--- src/rtl/cbc_pkg.sv ---
package cbc_pkg;
   localparam int WORD_W   = 32;
   localparam int CORE_W   = 2;
   localparam int IDX_CTRL = 0;
   localparam int IDX_STAT = 1;
   localparam int IDX_MASK = 2;
   localparam int IDX_SCR0 = 3;

   typedef logic [WORD_W-1:0] word_t;

   typedef struct packed {
      logic              start;
      logic [CORE_W-1:0] core;
      word_t             addr;
      word_t             arg;
   } boot_req_t;
endpackage

--- src/rtl/cbc_ack_sync.sv ---
module cbc_ack_sync #(
   parameter int N      = 4,
   parameter int STAGES = 2
) (
   input  logic         clk,
   input  logic         rst_n,
   input  logic [N-1:0] d_async,
   output logic [N-1:0] q_sync
);
   initial begin : g_chk
      assert (STAGES >= 0 && STAGES <= 4) else $error("cbc_ack_sync: STAGES out of range");
   end

   generate
      if (STAGES == 0) begin : g_pass
         assign q_sync = d_async;
      end else begin : g_chain
         logic [N-1:0] st [STAGES];
         always_ff @(posedge clk or negedge rst_n) begin
            if (!rst_n) begin
               for (int i = 0; i < STAGES; i++) st[i] <= '0;
            end else begin
               st[0] <= d_async;
               for (int i = 1; i < STAGES; i++) st[i] <= st[i-1];
            end
         end
         assign q_sync = st[STAGES-1];
      end
   endgenerate
endmodule

--- src/rtl/cbc_bus_dec.sv ---
module cbc_bus_dec import cbc_pkg::*; #(
   parameter int ADDR_W = 12,
   parameter int NREG   = 13
) (
   input  logic              clk,
   input  logic              rst_n,
   input  logic              sel,
   input  logic              wr,
   input  logic [ADDR_W-1:0] addr,
   input  word_t             rd_words [NREG],
   output logic              wr_en,
   output logic [ADDR_W-3:0] wr_idx,
   output word_t             rdata,
   output logic              err
);
   localparam int IDX_W = ADDR_W - 2;

   initial begin : g_chk
      assert (NREG >= 1 && (ADDR_W - 2) >= $clog2(NREG + 1))
         else $error("cbc_bus_dec: region too small for register count");
   end

   logic [IDX_W-1:0] idx;
   logic             hit;
   word_t            rsel;

   assign idx    = addr[ADDR_W-1:2];
   assign hit    = (addr[1:0] == 2'b00) && (32'(idx) < 32'(NREG));
   assign wr_en  = sel && wr && hit;
   assign wr_idx = idx;

   always_comb begin
      rsel = '0;
      for (int i = 0; i < NREG; i++) begin
         if (idx == IDX_W'(i)) rsel = rd_words[i];
      end
   end

   always_ff @(posedge clk or negedge rst_n) begin
      if (!rst_n) begin
         rdata <= '0;
         err   <= 1'b0;
      end else begin
         rdata <= (sel && !wr && hit) ? rsel : '0;
         err   <= sel && !hit;
      end
   end

   p_err_zero_r3: assert property (@(posedge clk) disable iff (!rst_n)
      err |-> (rdata == '0));
endmodule

--- src/rtl/cbc_ctrl_reg.sv ---
module cbc_ctrl_reg import cbc_pkg::*; #(
   parameter int    NCORE    = 4,
   parameter int    RST_LSB  = 13,
   parameter int    EN_LSB   = 22,
   parameter int    PER0_BIT = 3,
   parameter int    PER1_BIT = 12,
   parameter word_t CTRL_RST = 32'h0000_0521
) (
   input  logic             clk,
   input  logic             rst_n,
   input  logic             wr,
   input  word_t            wdata,
   input  logic [NCORE-1:0] ack_s,
   output word_t            ctrl_q,
   output logic [NCORE-1:0] rst_pulse,
   output logic [NCORE-1:0] pend,
   output logic [NCORE-1:0] en_chg,
   output logic [NCORE-1:0] en_val
);
   initial begin : g_chk
      assert (NCORE >= 2 && NCORE <= 4) else $error("cbc_ctrl_reg: NCORE must be 2..4");
      assert (RST_LSB + NCORE <= WORD_W) else $error("cbc_ctrl_reg: reset field overflows");
      assert (EN_LSB + NCORE - 1 <= WORD_W) else $error("cbc_ctrl_reg: enable field overflows");
      assert (PER0_BIT < WORD_W && PER1_BIT < WORD_W && PER0_BIT != PER1_BIT)
         else $error("cbc_ctrl_reg: bad peripheral bit");
   end

   word_t            chg;
   word_t            ctrl_d;
   logic [NCORE-1:0] rst_hit;
   logic [NCORE-1:0] clr;
   logic [NCORE-1:0] arm;

   assign chg = ctrl_q ^ wdata;

   generate
      for (genvar k = 0; k < NCORE; k++) begin : g_core
         if (k == 0) begin : g_noen
            assign en_chg[k] = 1'b0;
            assign en_val[k] = 1'b0;
         end else begin : g_en
            assign en_chg[k] = wr && chg[EN_LSB+k-1];
            assign en_val[k] = wdata[EN_LSB+k-1];
         end
         assign rst_hit[k] = wr && chg[RST_LSB+k] && !en_chg[k];
         assign clr[k]     = pend[k] && ack_s[k];
         assign arm[k]     = rst_hit[k] || en_chg[k];

         p_en_no_pulse_r7: assert property (@(posedge clk) disable iff (!rst_n)
            $past(en_chg[k]) |-> !rst_pulse[k]);
         p_pend_fall_r8: assert property (@(posedge clk) disable iff (!rst_n)
            $fell(pend[k]) |-> $past(ack_s[k]));
         p_clr_wins_r9: assert property (@(posedge clk) disable iff (!rst_n)
            $past(pend[k] && ack_s[k]) |-> !ctrl_q[RST_LSB+k]);
         p_pulse_cause_r4: assert property (@(posedge clk) disable iff (!rst_n)
            rst_pulse[k] |-> $past(wr));
      end
   endgenerate

   always_comb begin
      ctrl_d = ctrl_q;
      if (wr) begin
         ctrl_d = wdata;
         if (chg[PER0_BIT]) ctrl_d[PER0_BIT] = 1'b0;
         if (chg[PER1_BIT]) ctrl_d[PER1_BIT] = 1'b0;
      end
      for (int k = 0; k < NCORE; k++) begin
         if (clr[k]) ctrl_d[RST_LSB+k] = 1'b0;
      end
   end

   always_ff @(posedge clk or negedge rst_n) begin
      if (!rst_n) begin
         ctrl_q    <= CTRL_RST;
         pend      <= '0;
         rst_pulse <= '0;
      end else begin
         ctrl_q    <= ctrl_d;
         pend      <= (pend & ~clr) | arm;
         rst_pulse <= rst_hit;
      end
   end

   p_per0_clear_r10: assert property (@(posedge clk) disable iff (!rst_n)
      $past(wr && chg[PER0_BIT]) |-> !ctrl_q[PER0_BIT]);
   p_per1_clear_r10: assert property (@(posedge clk) disable iff (!rst_n)
      $past(wr && chg[PER1_BIT]) |-> !ctrl_q[PER1_BIT]);
endmodule

--- src/rtl/cbc_boot_seq.sv ---
module cbc_boot_seq import cbc_pkg::*; #(
   parameter int NCORE = 4
) (
   input  logic             clk,
   input  logic             rst_n,
   input  logic [NCORE-1:0] en_chg,
   input  logic [NCORE-1:0] en_val,
   input  word_t            pair_addr [NCORE],
   input  word_t            pair_arg  [NCORE],
   output logic             valid,
   output boot_req_t        req
);
   initial begin : g_chk
      assert (NCORE >= 2 && NCORE <= (1 << CORE_W)) else $error("cbc_boot_seq: NCORE too large");
   end

   logic [NCORE-1:0]  slot_v;
   logic [NCORE-1:0]  pop;
   boot_req_t         slot [NCORE];
   logic [CORE_W-1:0] pick;

   always_comb begin
      pick = '0;
      for (int k = 0; k < NCORE; k++) begin
         if (slot_v[k]) pick = CORE_W'(k);
      end
   end

   assign valid = |slot_v;
   assign req   = slot[pick];

   always_comb begin
      for (int k = 0; k < NCORE; k++) pop[k] = valid && (pick == CORE_W'(k));
   end

   always_ff @(posedge clk or negedge rst_n) begin
      if (!rst_n) begin
         slot_v <= '0;
         for (int k = 0; k < NCORE; k++) slot[k] <= '0;
      end else begin
         for (int k = 0; k < NCORE; k++) begin
            if (en_chg[k]) begin
               slot_v[k]     <= 1'b1;
               slot[k].start <= en_val[k];
               slot[k].core  <= CORE_W'(k);
               slot[k].addr  <= pair_addr[k];
               slot[k].arg   <= pair_arg[k];
            end else if (pop[k]) begin
               slot_v[k] <= 1'b0;
            end
         end
      end
   end

   p_no_core0_r5: assert property (@(posedge clk) disable iff (!rst_n)
      valid |-> (req.core != '0));
   p_order_r6: assert property (@(posedge clk) disable iff (!rst_n)
      (valid && $past(valid) && !$past(|en_chg)) |-> (req.core < $past(req.core)));
endmodule

--- src/rtl/cluster_boot_ctl.sv ---
module cluster_boot_ctl import cbc_pkg::*; #(
   parameter int    ADDR_W      = 12,
   parameter int    NCORE       = 4,
   parameter int    NSCR        = 10,
   parameter int    SYNC_STAGES = 2,
   parameter int    RST_LSB     = 13,
   parameter int    EN_LSB      = 22,
   parameter int    PER0_BIT    = 3,
   parameter int    PER1_BIT    = 12,
   parameter word_t CTRL_RST    = 32'h0000_0521,
   parameter word_t STAT_RST    = 32'h0000_0001,
   parameter word_t MASK_RST    = 32'h0000_001F
) (
   input  logic              clk,
   input  logic              rst_n,
   input  logic              bus_sel,
   input  logic              bus_wr,
   input  logic [ADDR_W-1:0] bus_addr,
   input  logic [31:0]       bus_wdata,
   output logic [31:0]       bus_rdata,
   output logic              bus_err,
   output logic [NCORE-1:0]  core_rst_pulse,
   output logic [NCORE-1:0]  core_clr_req,
   input  logic [NCORE-1:0]  core_clr_ack,
   output logic              boot_valid,
   output logic              boot_start,
   output logic [1:0]        boot_core,
   output logic [31:0]       boot_addr,
   output logic [31:0]       boot_arg
);
   localparam int NREG  = IDX_SCR0 + NSCR;
   localparam int IDX_W = ADDR_W - 2;

   initial begin : g_chk
      assert (NSCR >= 2 * NCORE) else $error("cluster_boot_ctl: scratch bank too small for core pairs");
   end

   logic              wr_en;
   logic [IDX_W-1:0]  wr_idx;
   logic              ctrl_wr;
   word_t             ctrl_q;
   word_t             stat_q;
   word_t             mask_q;
   word_t             scr_q     [NSCR];
   word_t             rd_words  [NREG];
   word_t             pair_addr [NCORE];
   word_t             pair_arg  [NCORE];
   logic [NCORE-1:0]  ack_s;
   logic [NCORE-1:0]  en_chg;
   logic [NCORE-1:0]  en_val;
   boot_req_t         req;

   cbc_bus_dec #(.ADDR_W(ADDR_W), .NREG(NREG)) u_dec (
      .clk(clk), .rst_n(rst_n), .sel(bus_sel), .wr(bus_wr), .addr(bus_addr),
      .rd_words(rd_words), .wr_en(wr_en), .wr_idx(wr_idx),
      .rdata(bus_rdata), .err(bus_err)
   );

   cbc_ack_sync #(.N(NCORE), .STAGES(SYNC_STAGES)) u_sync (
      .clk(clk), .rst_n(rst_n), .d_async(core_clr_ack), .q_sync(ack_s)
   );

   assign ctrl_wr = wr_en && (wr_idx == IDX_W'(IDX_CTRL));

   cbc_ctrl_reg #(
      .NCORE(NCORE), .RST_LSB(RST_LSB), .EN_LSB(EN_LSB),
      .PER0_BIT(PER0_BIT), .PER1_BIT(PER1_BIT), .CTRL_RST(CTRL_RST)
   ) u_ctrl (
      .clk(clk), .rst_n(rst_n), .wr(ctrl_wr), .wdata(bus_wdata), .ack_s(ack_s),
      .ctrl_q(ctrl_q), .rst_pulse(core_rst_pulse), .pend(core_clr_req),
      .en_chg(en_chg), .en_val(en_val)
   );

   always_ff @(posedge clk or negedge rst_n) begin
      if (!rst_n) begin
         stat_q <= STAT_RST;
         mask_q <= MASK_RST;
         for (int j = 0; j < NSCR; j++) scr_q[j] <= '0;
      end else if (wr_en) begin
         if (wr_idx == IDX_W'(IDX_STAT)) stat_q <= bus_wdata;
         if (wr_idx == IDX_W'(IDX_MASK)) mask_q <= bus_wdata;
         for (int j = 0; j < NSCR; j++) begin
            if (wr_idx == IDX_W'(IDX_SCR0 + j)) scr_q[j] <= bus_wdata;
         end
      end
   end

   assign rd_words[IDX_CTRL] = ctrl_q;
   assign rd_words[IDX_STAT] = stat_q;
   assign rd_words[IDX_MASK] = mask_q;

   generate
      for (genvar j = 0; j < NSCR; j++) begin : g_rd
         assign rd_words[IDX_SCR0+j] = scr_q[j];
      end
      for (genvar k = 0; k < NCORE; k++) begin : g_pair
         assign pair_addr[k] = scr_q[2*k];
         assign pair_arg[k]  = scr_q[2*k+1];
      end
   endgenerate

   cbc_boot_seq #(.NCORE(NCORE)) u_seq (
      .clk(clk), .rst_n(rst_n), .en_chg(en_chg), .en_val(en_val),
      .pair_addr(pair_addr), .pair_arg(pair_arg), .valid(boot_valid), .req(req)
   );

   assign boot_start = req.start;
   assign boot_core  = req.core;
   assign boot_addr  = req.addr;
   assign boot_arg   = req.arg;

   p_bad_ignored_r3: assert property (@(posedge clk) disable iff (!rst_n)
      bus_err |-> ($stable(stat_q) && $stable(mask_q) && $stable(scr_q[0])));
endmodule

--- config.mk ---
export PLATFORM = sky130hd
export DESIGN_NAME = cluster_boot_ctl
export DESIGN_NICKNAME = d
export VERILOG_FILES = /design/src/rtl/cbc_pkg.sv /design/src/rtl/cbc_ack_sync.sv /design/src/rtl/cbc_bus_dec.sv /design/src/rtl/cbc_ctrl_reg.sv /design/src/rtl/cbc_boot_seq.sv /design/src/rtl/cluster_boot_ctl.sv
export SDC_FILE = /design/constraint.sdc
export NUM_CORES = 1
export LEC_CHECK = 0
export BUFFER_PORTS_ARGS = -buffer_cell sky130_fd_sc_hd__clkbuf_2
export CAP_MARGIN = 20
export CORE_ASPECT_RATIO = 1.4
export CORE_MARGIN = 3
export CORE_UTILIZATION = 64
export CTS_BUF_LIST = sky130_fd_sc_hd__clkbuf_8
export CTS_CLUSTER_DIAMETER = 40
export DETAILED_ROUTE_END_ITERATION = 6
export MAX_ROUTING_LAYER = met4
export PLACE_DENSITY = 0.89
export SETUP_SLACK_MARGIN = 0.02
export SYNTH_ARGS = -nofsm -noshare
export SYNTH_HDL_FRONTEND = slang
export SYNTH_SLANG_ARGS = --single-unit
--- constraint.sdc ---
create_clock -name clk -period 2.1 [get_ports clk]
set_clock_uncertainty 0.05 [all_clocks]
set_input_delay 0 -clock clk [delete_from_list [all_inputs] [get_ports clk]]
set_output_delay 0 -clock clk [all_outputs]
set_load 0.01 [all_outputs]
# Word level (Yosys, flattened, before mapping)
# Cells that the tools add are included.
[word_totals] reg_bits=666 in_bits=52 word_cells=147
[classes] n_lt_le_gt_ge=2 n_eq_ne=15 n_mux=33 bitwise_logic=5 reduce_logical=54
[ops] cell="$mux 32" n=14
[ops] cell="$bmux 67 s2" n=1
[ops] cell="$mux 67" n=2
[ops] cell="$eq 10x4->1 const B" n=5
[ops] cell="$eq 10x3->1 const B" n=4
[ops] cell="$xor 25x25->25" n=1
[ops] cell="$logic_and 1x1->1" n=24
[ops] cell="$reduce_and 2->1" n=12
[ops] cell="$eq 10x2->1 const B" n=2
[ops] cell="$mux 17" n=1
[ops] cell="$reduce_bool 2->1" n=7
[ops] cell="$mux 1" n=13
[ops] cell="$eq 10x1->1 const B" n=1
[ops] cell="$logic_not 10->1" n=1
[ops] cell="$lt 10x4->1 const B" n=1
[ops] cell="$logic_not 1->1" n=5
[ops] cell="$and 4x4->4" n=1
[ops] cell="$eq 2x2->1 const B" n=2
[ops] cell="$mux 2" n=2
[ops] cell="$not 4->4" n=1
[ops] cell="$or 4x4->4" n=1
[ops] cell="$ge 3x3->1 const B" n=1
[ops] cell="$logic_or 1x1->1" n=3
[ops] cell="$not 2->3" n=1
[ops] cell="other kinds (3)" n=3

# Longest topological paths before layout
# Gate-level depths: netlist of run 1.
[logic_depth] word_depth=15 depth_mapped=9

# Cells and area by module
# From an unflattened synthesis of run 1, not the netlist that was laid out.
[unflattened] hier_cells=2521 area_unflattened_um2=33703.6
[modules_own_cells] mod="cluster_boot_ctl" instances=1 cells_per_inst=859 area_each_um2=14390.1 seq_area_each_um2=9616.7
[modules_own_cells] mod="cbc_boot_seq" instances=1 cells_per_inst=867 area_each_um2=12142.9 seq_area_each_um2=6681.4
[modules_own_cells] mod="cbc_bus_dec" instances=1 cells_per_inst=666 area_each_um2=5185.0 seq_area_each_um2=825.8
[modules_own_cells] mod="cbc_ctrl_reg" instances=1 cells_per_inst=117 area_each_um2=1755.4 seq_area_each_um2=1006.0
[modules_own_cells] mod="cbc_ack_sync" instances=1 cells_per_inst=12 area_each_um2=230.2 seq_area_each_um2=200.2

# Least setup slack after synthesis of run 1
# Ideal clock, no wire load.
[synth_path] kind="input-to-reg" startpoint="input bus_addr[7]" endpoint="register scr_q (netlist bit pair_arg[100])" setup_time_ns=0.125 t_arrival_ns=1.735 setup_slack_ns=0.190 stages=7 cell_sequence="nor2_1 o2111ai_2 or2_1 buf_4 nor3_4 buf_6 mux2_2"
[synth_between] elab_chain_len=4 elab_cells_between_ends=5
[synth_lines] item="from (decl)" line_no="cluster_boot_ctl.sv:18" text="input logic [ADDR_W-1:0] bus_addr,"
[synth_lines] item="$lt 10x4->1" line_no="cbc_bus_dec.sv:28" text="assign hit = (addr[1:0] == 2'b00) && (32'(idx) < 32'(NREG));"
[synth_lines] item="$logic_and 1x1->1" line_no="cbc_bus_dec.sv:28"
[synth_lines] item="$logic_and 1x1->1" line_no="cbc_bus_dec.sv:29" text="assign wr_en = sel && wr && hit;"
[synth_lines] item="$reduce_and 2->1 (no source line) (*)"
[synth_lines] item="to (signal, indexed assignment)" line_no="cluster_boot_ctl.sv:83" text="if (wr_idx == IDX_W'(IDX_SCR0 + j)) scr_q[j] <= bus_wdata;"
[synth_lines] item="to (decl)" line_no="cluster_boot_ctl.sv:44" text="word_t scr_q [NSCR];"
# Mark *: on every way between the ends. The rest lies on a longest branch, timed or not.
# A chain may end at the register's enable or synchronous reset.

# Worst setup path in the final report of run 1
[layout_path] startpoint="register u_seq.slot_v[2]" endpoint="output boot_addr[16]"
[layout_between] elab_chain_len=6
[layout_lines] item="from (decl)" line_no="cbc_boot_seq.sv:17" text="logic [NCORE-1:0] slot_v;"
[layout_lines] item="from (signal assigned)" line_no="cbc_boot_seq.sv:38" text="slot_v <= '0;"
[layout_lines] item="from (signal, indexed assignment)" line_no="cbc_boot_seq.sv:43" text="slot_v[k] <= 1'b1;"
[layout_lines] item="from (signal, indexed assignment)" line_no="cbc_boot_seq.sv:49" text="slot_v[k] <= 1'b0;"
[layout_lines] item="$mux 2 (2 in a row)" line_no="cbc_boot_seq.sv:25" text="if (slot_v[k]) pick = CORE_W'(k);"
[layout_lines] item="$not 2->3 (implied by the code)" line_no="cbc_boot_seq.sv:30" text="assign req = slot[pick];"
[layout_lines] item="$bmux 67 s2" line_no="cbc_boot_seq.sv:30"
[layout_lines] item="$mux 67 (implied by the code) (2 in a row)" line_no="cbc_boot_seq.sv:30"
[layout_lines] item="to (decl)" line_no="cluster_boot_ctl.sv:28" text="output logic [31:0] boot_addr,"
# Every way passes these cells. The select of a mux whose other input is x is not followed.

==> results of run 1 <==
layout by cell type, fill, tap and decap left out, types with 26 or more instances in the layout:
cell type,count
mux2i_1,33
nor2_1,75
clkbuf_2,98
a21oi_2,37
clkbuf_8,135
buf_12,64
dfrtp_1,653
o22ai_1,26
mux2_1,101
nand2_1,228
mux2_2,494
buf_2,52
o21ai_1,45
a221oi_1,27
inv_1,28
nor2_4,42
o21ai_0,54
dlygate4sd3_1,77
a21oi_1,90
buf_4,164
layout make-up:
cell class	count	area, sq um
fill	2314	8780
multi-input combinational	1587	13400
tap	617	772
timing repair buffer	486	4590
inverter	9	33.8
antenna	7	17.5
sequential	666	16700
clock inverter	51	304
clock buffer	135	1860
worst min-delay path, delay by kind of cell:
family	cells	cell delay, ns
AND/OR/NAND/NOR	2	0.18
buffers and inverters	3	0.42
AO/OA/AOI/OAI	2	0.21
worst max-delay path by stage:
| stage | startpoint | to | slack (ns) |
|---|---|---|---|
| finish | u_seq.slot_v[2] | boot_addr[16] | -0.22 |
| floorplan | bus_addr[7] | pair_arg[100] | 0.19 |
| global route | u_seq.slot_v[2] | boot_addr[13] | -0.24 |
| detailed placement | bus_addr[11] | u_dec.rdata[21] | -0.23 |
| global placement | bus_addr[11] | u_dec.rdata[21] | -0.21 |
| CTS | u_seq.slot_v[2] | boot_arg[5] | -0.13 |
metrics by stage:
step / power, uW / instances / setup WS [ns] / area [sq um] / util
2_1_floorplan: 13600 / 2469 / 0.190 / 30300 / -
5_1_grt: 26400 / 3556 / -0.241 / 37600 / 0.811
3_3_place_gp: 14300 / 3255 / -0.211 / 33300 / 0.717
4_1_cts: 25500 / 3534 / -0.127 / 36700 / 0.790
3_5_place_dp: 14400 / 3255 / -0.229 / 33300 / 0.717
6_report: 25800 / 3558 / -0.222 / 37600 / 0.811
timing repair:
item,4_1_cts,5_1_grt
endpoints found under the setup margin,68,302
gates resized for setup,124,230
hold buffers,79,0
endpoints found under the hold margin,1115,0
cloned,2,13
pin swaps,13,74
buffers inserted,14,4
report_power, final:
| group | internal, uW | leakage, uW | switching, uW | total [uW] |
|---|---|---|---|---|
| logic | 445 | 0.00816 | 998 | 1440 |
| registers | 12900 | 0.00922 | 20.0 | 12900 |
| clock network | 6020 | 0.00121 | 5440 | 11500 |
routing by layer:
layer,GRT usage,up-vias,routed length [um]
met2,0.691,2170,54300
met5,-,-,0
met3,0.0938,940,11900
li1,-,9658,-
met1,0.488,12400,36800
met4,0.411,0,14400
cells by family (layout without fill, tap and decap cells):
family,count (synthesis),after routing,share of synthesized area
buffers and inverters,216,681,0.0337
other,0,7,0
AOI/OAI and AO/OA,446,446,0.0939
muxes,649,649,0.248
DFF,666,666,0.551
xor gates and xnor gates,8,8,0.00231
and+or+nand+nor,484,484,0.0715
flip-flops by register name, summed over array words and instances, names as in the netlist, 32 cells and up:
signal and flops:
u_seq.slot 198, pair_addr 128, stat_q 32, rd_words 64, u_ctrl.ctrl_q 32, mask_q 32, u_dec.rdata 32, pair_arg 128
==> impl_metrics.env, run 1 <==
export IMPL_outcome="complete, but fails checks"
export IMPL_violations="design-rule violations, negative setup slack"
export IMPL_clock_latency_ns=0.76
export IMPL_rows=93
export IMPL_critPathKind="reg -> out"
export IMPL_r2r_start="pair_arg[43]"
export IMPL_grt_pass1_vias=25800
export IMPL_cp_required_ns=2.05
export IMPL_drt_iter0_drc=3224
export IMPL_grt_setup_unrepaired="true"
export IMPL_layout_nets=2902
export IMPL_die_y_um=263
export IMPL_cp_slowest_cell="dfrtp_4"
export IMPL_drive_gt1_frac=0.437
export IMPL_cp_max_fo=7
export IMPL_max_stage_delay_ns=0.57
export IMPL_clkSinkCount=666
export IMPL_grt_pass1_wl_um=162000
export IMPL_drv_cap=0
export IMPL_setup_violations=68
export IMPL_cts_tree="built"
export IMPL_p_leak_uw=0.0186
export IMPL_synthesis_area_sq_um=30300
export IMPL_drtAntennaViolNets=0
export IMPL_clockRootBuffer="clkbuf_8"
export IMPL_fin_hold_ws_ns=0.0787
export IMPL_cts_buffer_depth=3
export IMPL_die_area_sq_um=50000
export IMPL_start_util=0.652
export IMPL_fin_crit_sh=1.11
export IMPL_period_minus_slack_ns=2.32
export IMPL_power_density_nw_per_um2=685
export IMPL_hp_start="bus_addr[7]"
export IMPL_cts_htree_levels=3
export IMPL_io_buffers=160
export IMPL_remaining_drc_errors=23
export IMPL_reg2reg_slack_ns=0.16
export IMPL_layout_setup_ws_ns=-0.222
export IMPL_synth_cell_types=74
export IMPL_ys_top_cells_by_area="dfrtp_1 54%, mux2_2 18%, mux2_1 3.8%"
export IMPL_slew_headroom=0.423
export IMPL_synth_edff_count=0
export IMPL_boundaryPins=161
export IMPL_synth_cells=2469
export IMPL_start_kind="register"
export IMPL_setup_tns_ns=-5.92
export IMPL_cts_buffers=100
export IMPL_synth_top_cell_area_share=0.542
export IMPL_critPathArrivalTime_ns=2.27
export IMPL_synthArstFlopShare=1.00
export IMPL_areaGrowthSynthToFinish_pct=24.3
export IMPL_regToRegEndpoint="u_dec.rdata[11]"
export IMPL_yosysMostFrequentCell="dfrtp_1"
export IMPL_wl_per_cell_um=33.0
export IMPL_synthesis_nets=2521
export IMPL_cts_reportedPaths_clkPinSlew_ns=0.08
export IMPL_holdPathEnd="u_dec.rdata[0]"
export IMPL_synth_top_cells_by_count="656 x dfrtp_1, 494 x mux2_2, 256 x nand2_1"
export IMPL_ys_flop_type="dfrtp_1"
export IMPL_core_area_sq_um=46400
export IMPL_reg2reg_depth=5
export IMPL_yosysWarnings=0
export IMPL_dr_pass1_iters=7
export IMPL_synth_avg_cell_area_sq_um=12.3
export IMPL_whs_path_depth=7
export IMPL_yosysTopAreaCell="dfrtp_1"
export IMPL_via_per_inst=7.08
export IMPL_grt_use_total=0.451
export IMPL_grt_max_degree=108
export IMPL_dpl_hpwl_um=69100
export IMPL_end_kind="primary output"
export IMPL_cp_depth=6
export IMPL_peakVddDrop_v=0.000703
export IMPL_hold_class="in -> reg"
export IMPL_ys_seq_area_frac=0.551
export IMPL_num_vias=25200
export IMPL_wl_um=117000
export IMPL_critPathBufInv=3
export IMPL_die_x_um=190
export IMPL_worstPathCellList="buf_6, buf_12, nor2_2, a21oi_1, o21ai_1, buf_2"
export IMPL_grt_overflow=0
export IMPL_cp_top_family="flip-flops"
export IMPL_gp_congestion=1.06
export IMPL_slew_viol_final=0
export IMPL_ys_ff_latch=666
export IMPL_clock_fmax_mhz=431
export IMPL_antenna_found_initial=7
export IMPL_tightest_slew_ns=0.866
export IMPL_hold_viol=0
Power figures use the tool's default switching activity.
==> run 2, diff against run 1 <==
--- a/config.mk
+++ b/config.mk
@@ -15,2 +15,3 @@
 export DETAILED_ROUTE_END_ITERATION = 6
+export GPL_TIMING_DRIVEN = 0
 export MAX_ROUTING_LAYER = met4
--- a/constraint.sdc
+++ b/constraint.sdc
@@ -4,2 +4,2 @@
 set_output_delay 0 -clock clk [all_outputs]
-set_load 0.01 [all_outputs]
+set_load 0.005 [all_outputs]
==> run 2 against run 1 <==
Net effect: the run now fails in global routing (5_1_grt); synthesized cell count unchanged; area after synthesis unchanged.
==> impl_metrics.env, run 2 <==
export IMPL_outcome="aborted with a tool error"
export IMPL_stop_stage="global routing (5_1_grt)"
export IMPL_error="[ERROR GRT-0232] Routing congestion too high. Check the congestion heatmap in the GUI."
export IMPL_rows=93
export IMPL_synth_top_cell_area_share=0.542
export IMPL_cts_buffers=100
export IMPL_cts_htree_levels=3
export IMPL_gp_congestion=1.06
export IMPL_ys_top_cells_by_area="dfrtp_1 54%, mux2_2 18%, mux2_1 3.8%"
export IMPL_grt_use_total=0.655
export IMPL_synthesis_area_sq_um=30300
export IMPL_ys_ff_latch=666
export IMPL_grt_max_degree=126
export IMPL_synthesis_nets=2521
export IMPL_die_y_um=263
export IMPL_cts_buffer_depth=3
export IMPL_ys_seq_area_frac=0.551
export IMPL_synth_top_cells_by_count="656 x dfrtp_1, 494 x mux2_2, 256 x nand2_1"
export IMPL_yosysWarnings=0
export IMPL_worstEndpointGrtRepair="boot_addr[0]"
export IMPL_synthArstFlopShare=1.00
export IMPL_start_util=0.652
export IMPL_io_buffers=160
export IMPL_die_x_um=190
export IMPL_ys_flop_type="dfrtp_1"
export IMPL_synth_cells=2469
export IMPL_grt_overflow=66
export IMPL_boundaryPins=161
export IMPL_synth_cell_types=74
export IMPL_yosysTopAreaCell="dfrtp_1"
export IMPL_dpl_hpwl_um=90600
export IMPL_clkSinkCount=666
export IMPL_synth_edff_count=0
export IMPL_synth_avg_cell_area_sq_um=12.3
export IMPL_endpoint_type="primary output"
export IMPL_pre_cts_slack_ns=-1.47
export IMPL_clockRootBuffer="clkbuf_8"
export IMPL_yosysMostFrequentCell="dfrtp_1"
run 2: cell counts after synthesis:
Identical to the previous run, type by type.
run 2: metrics by stage:
stage,area (sq um),cells
floorplan,30300,2469
global placement,31900,3246
detailed placement,32100,3257
CTS,36700,3519
run 2: per-layer routing:
layer | GRT usage | GRT overflow
met2 | 0.870 | 28
met4 | 0.626 | 38
met3 | 0.359 | 0
met1 | 0.671 | 0
met5 | - | -
run 2: what timing repair did:
action	4_1_cts
setup buffers	28
hold buffers	58
setup endpoints to repair	528
resized for setup	463
gates cloned	10
endpoints found under the hold margin	409
pin swaps	79
run 2: cell families after synthesis:
kind of cell | Yosys count | share of synthesized area
multiplexers | 649 | 0.248
AND/OR/NAND/NOR | 484 | 0.0715
buffers and inverters | 216 | 0.0337
XOR/XNOR | 8 | 0.00231
flip-flops | 666 | 0.551
AO/OA/AOI/OAI | 446 | 0.0939
==> run 3, diff against run 2 <==
- CORE_ASPECT_RATIO: 1.4 -> not set
- CORE_UTILIZATION: 64 -> 40
- CTS_BUF_LIST: sky130_fd_sc_hd__clkbuf_8 -> not set
- CTS_CLUSTER_DIAMETER: 40 -> not set
- MAX_ROUTING_LAYER: met4 -> not set
- PLACE_DENSITY: 0.89 -> not set
- PLACE_DENSITY_LB_ADDON: not set -> 0.15
- SETUP_SLACK_MARGIN: 0.02 -> not set
==> run 3 against run 2 <==
Net effect: the flow now finishes, with violations (negative hold slack, negative setup slack).
==> impl_metrics.env, run 3 (same netlist as run 1, synthesis figures left out) <==
export IMPL_antenna_found_initial=10
export IMPL_setup_violations=13
export IMPL_drtAntennaViolNets=0
export IMPL_cts_reportedPaths_clkPinSlew_ns=0.06
export IMPL_start_kind="input port"
export IMPL_remaining_drc_errors=0
export IMPL_die_area_sq_um=79000
export IMPL_drt_iter0_drc=2288
export IMPL_cts_buffer_depth=3
export IMPL_p_total_uw=28300
export IMPL_gp_congestion=1.00
export IMPL_wl_per_cell_um=33.9
export IMPL_hold_viol=74
export IMPL_clockRootBuffer="clkbuf_16"
export IMPL_hold_class="in -> async"
export IMPL_p_leak_uw=0.0180
export IMPL_peakVddDrop_v=0.000552
export IMPL_clkSinkCount=666
export IMPL_grt_overflow=0
export IMPL_die_x_um=281
export IMPL_core_area_sq_um=74700
export IMPL_drive_gt1_frac=0.397
export IMPL_slew_headroom=0.298
export IMPL_areaGrowthSynthToFinish_pct=22.7
export IMPL_via_per_inst=6.03
export IMPL_critPathKind="in -> reg"
export IMPL_r2r_start="u_ctrl.ctrl_q[24]"
export IMPL_layout_common_cells="654 x dfrtp_1, 494 x mux2_2, 251 x nand2_1, 175 x clkbuf_2"
export IMPL_cts_htree_levels=3
export IMPL_period_minus_slack_ns=2.17
export IMPL_cp_required_ns=2.60
export IMPL_grt_setup_unrepaired="true"
export IMPL_finalCoreUtilization=0.498
export IMPL_top_register="u_seq.slot"
export IMPL_power_density_nw_per_um2=762
export IMPL_setup_tns_ns=-0.242
export IMPL_cts_buffers=75
export IMPL_clock_fmax_mhz=461
export IMPL_ctsHoldBuffers=44
export IMPL_rows=100
export IMPL_fin_crit_sh=1.03
export IMPL_wl_um=130000
export IMPL_slew_viol_final=0
export IMPL_outcome="complete, but fails checks"
export IMPL_layout_commonest_cell="dfrtp_1"
export IMPL_critPathArrivalTime_ns=2.67
export IMPL_cts_tree="built"
export IMPL_reg2reg_depth=5
export IMPL_start_util=0.405
export IMPL_violations="negative hold slack, negative setup slack"
export IMPL_regToRegEndpoint="u_seq.slot[26]"
export IMPL_num_vias=23100
export IMPL_io_buffers=160
export IMPL_layout_nets=2848
export IMPL_cp_max_fo=10
export IMPL_clock_latency_ns=0.64
export IMPL_grt_pass1_vias=23000
export IMPL_fin_hold_ws_ns=-0.128
export IMPL_boundaryPins=161
export IMPL_nFillCells=6670
export IMPL_dr_pass1_iters=5
export IMPL_dpl_hpwl_um=94800
export IMPL_die_y_um=281
export IMPL_grt_pass1_wl_um=182000
export IMPL_end_kind="register"
export IMPL_layout_setup_ws_ns=-0.0690
export IMPL_drv_cap=0
export IMPL_grt_use_total=0.330
export IMPL_reg2reg_slack_ns=0.01
export IMPL_largest_reg_flops=198
export IMPL_grt_max_degree=112
export IMPL_tightest_slew_ns=1.05
==> run 3: worst max path at each step <==
stage	from	to	slack (ns)	depth (start not counted)
after floorplan	bus_addr[7]	pair_arg[100]	0.19	7
after global placement	rst_n	mask_q[25]	-14.73	1
after detailed placement	bus_addr[7]	u_dec.rdata[18]	-1.87	6
after CTS	u_seq.slot_v[1]	boot_start	-0.07	8
after global routing	u_seq.slot_v[1]	boot_addr[0]	-0.08	7
final	bus_addr[5]	u_dec.rdata[15]	-0.07	9
==> run 3: per-layer routing <==
| layer | track usage | vias up | part of all wire |
|---|---|---|---|
| met3 | 0.0752 | 213 | 0.088 |
| met5 | 0 | - | 0.00035 |
| met2 | 0.494 | 1115 | 0.44 |
| met1 | 0.471 | 12200 | 0.44 |
| met4 | 0.114 | 6 | 0.036 |
| li1 | - | 9541 | - |
==> run 3: area by class of cell <==
class / instances / area, sq um / area share
multi-input cells: 1587 / 13200 / 0.355
plain buffers: 203 / 1440 / 0.0387
diodes: 4 / 10.0 / 0.000269
well taps: 969 / 1210 / 0.0326
flip-flops and latches: 666 / 16700 / 0.449
clock inverters: 22 / 263 / 0.00707
repair buffers: 254 / 1950 / 0.0525
inverters: 9 / 37.5 / 0.00101
clock buffers: 116 / 2380 / 0.0642
==> run 3: critical path: stages <==
cell and delay [ns]:
clkbuf_2 0.17, buf_2 0.23, nand2b_1 0.46, buf_2 0.47
nor2_4 0.09, buf_4 0.20, a211oi_2 0.55, o31a_1 0.24
o221a_2 0.24
==> run 3: timing repair <==
action / in CTS / in global routing
endpoints found under the hold margin: 385 / 74
setup endpoints to repair: 700 / 269
resized for setup: 295 / 90
setup buffers: 28 / 5
pin swaps: 17 / 17
gates cloned: 4 / 0
==> run 3: stage by stage <==
stage	std cells	setup WS [ns]	area (sq um)
5_1_grt	3826	-0.0819	37200
6_report	3830	-0.0690	37200
2_1_floorplan	2469	0.190	30300
3_5_place_dp	3611	-1.87	32600
4_1_cts	3822	-0.0714	36900
3_3_place_gp	3598	-14.73	32300
==> run 3: power breakdown <==
part	internal [uW]	switching, uW
clock network	8350	5600
registers	12900	19.9
logic	362	1120
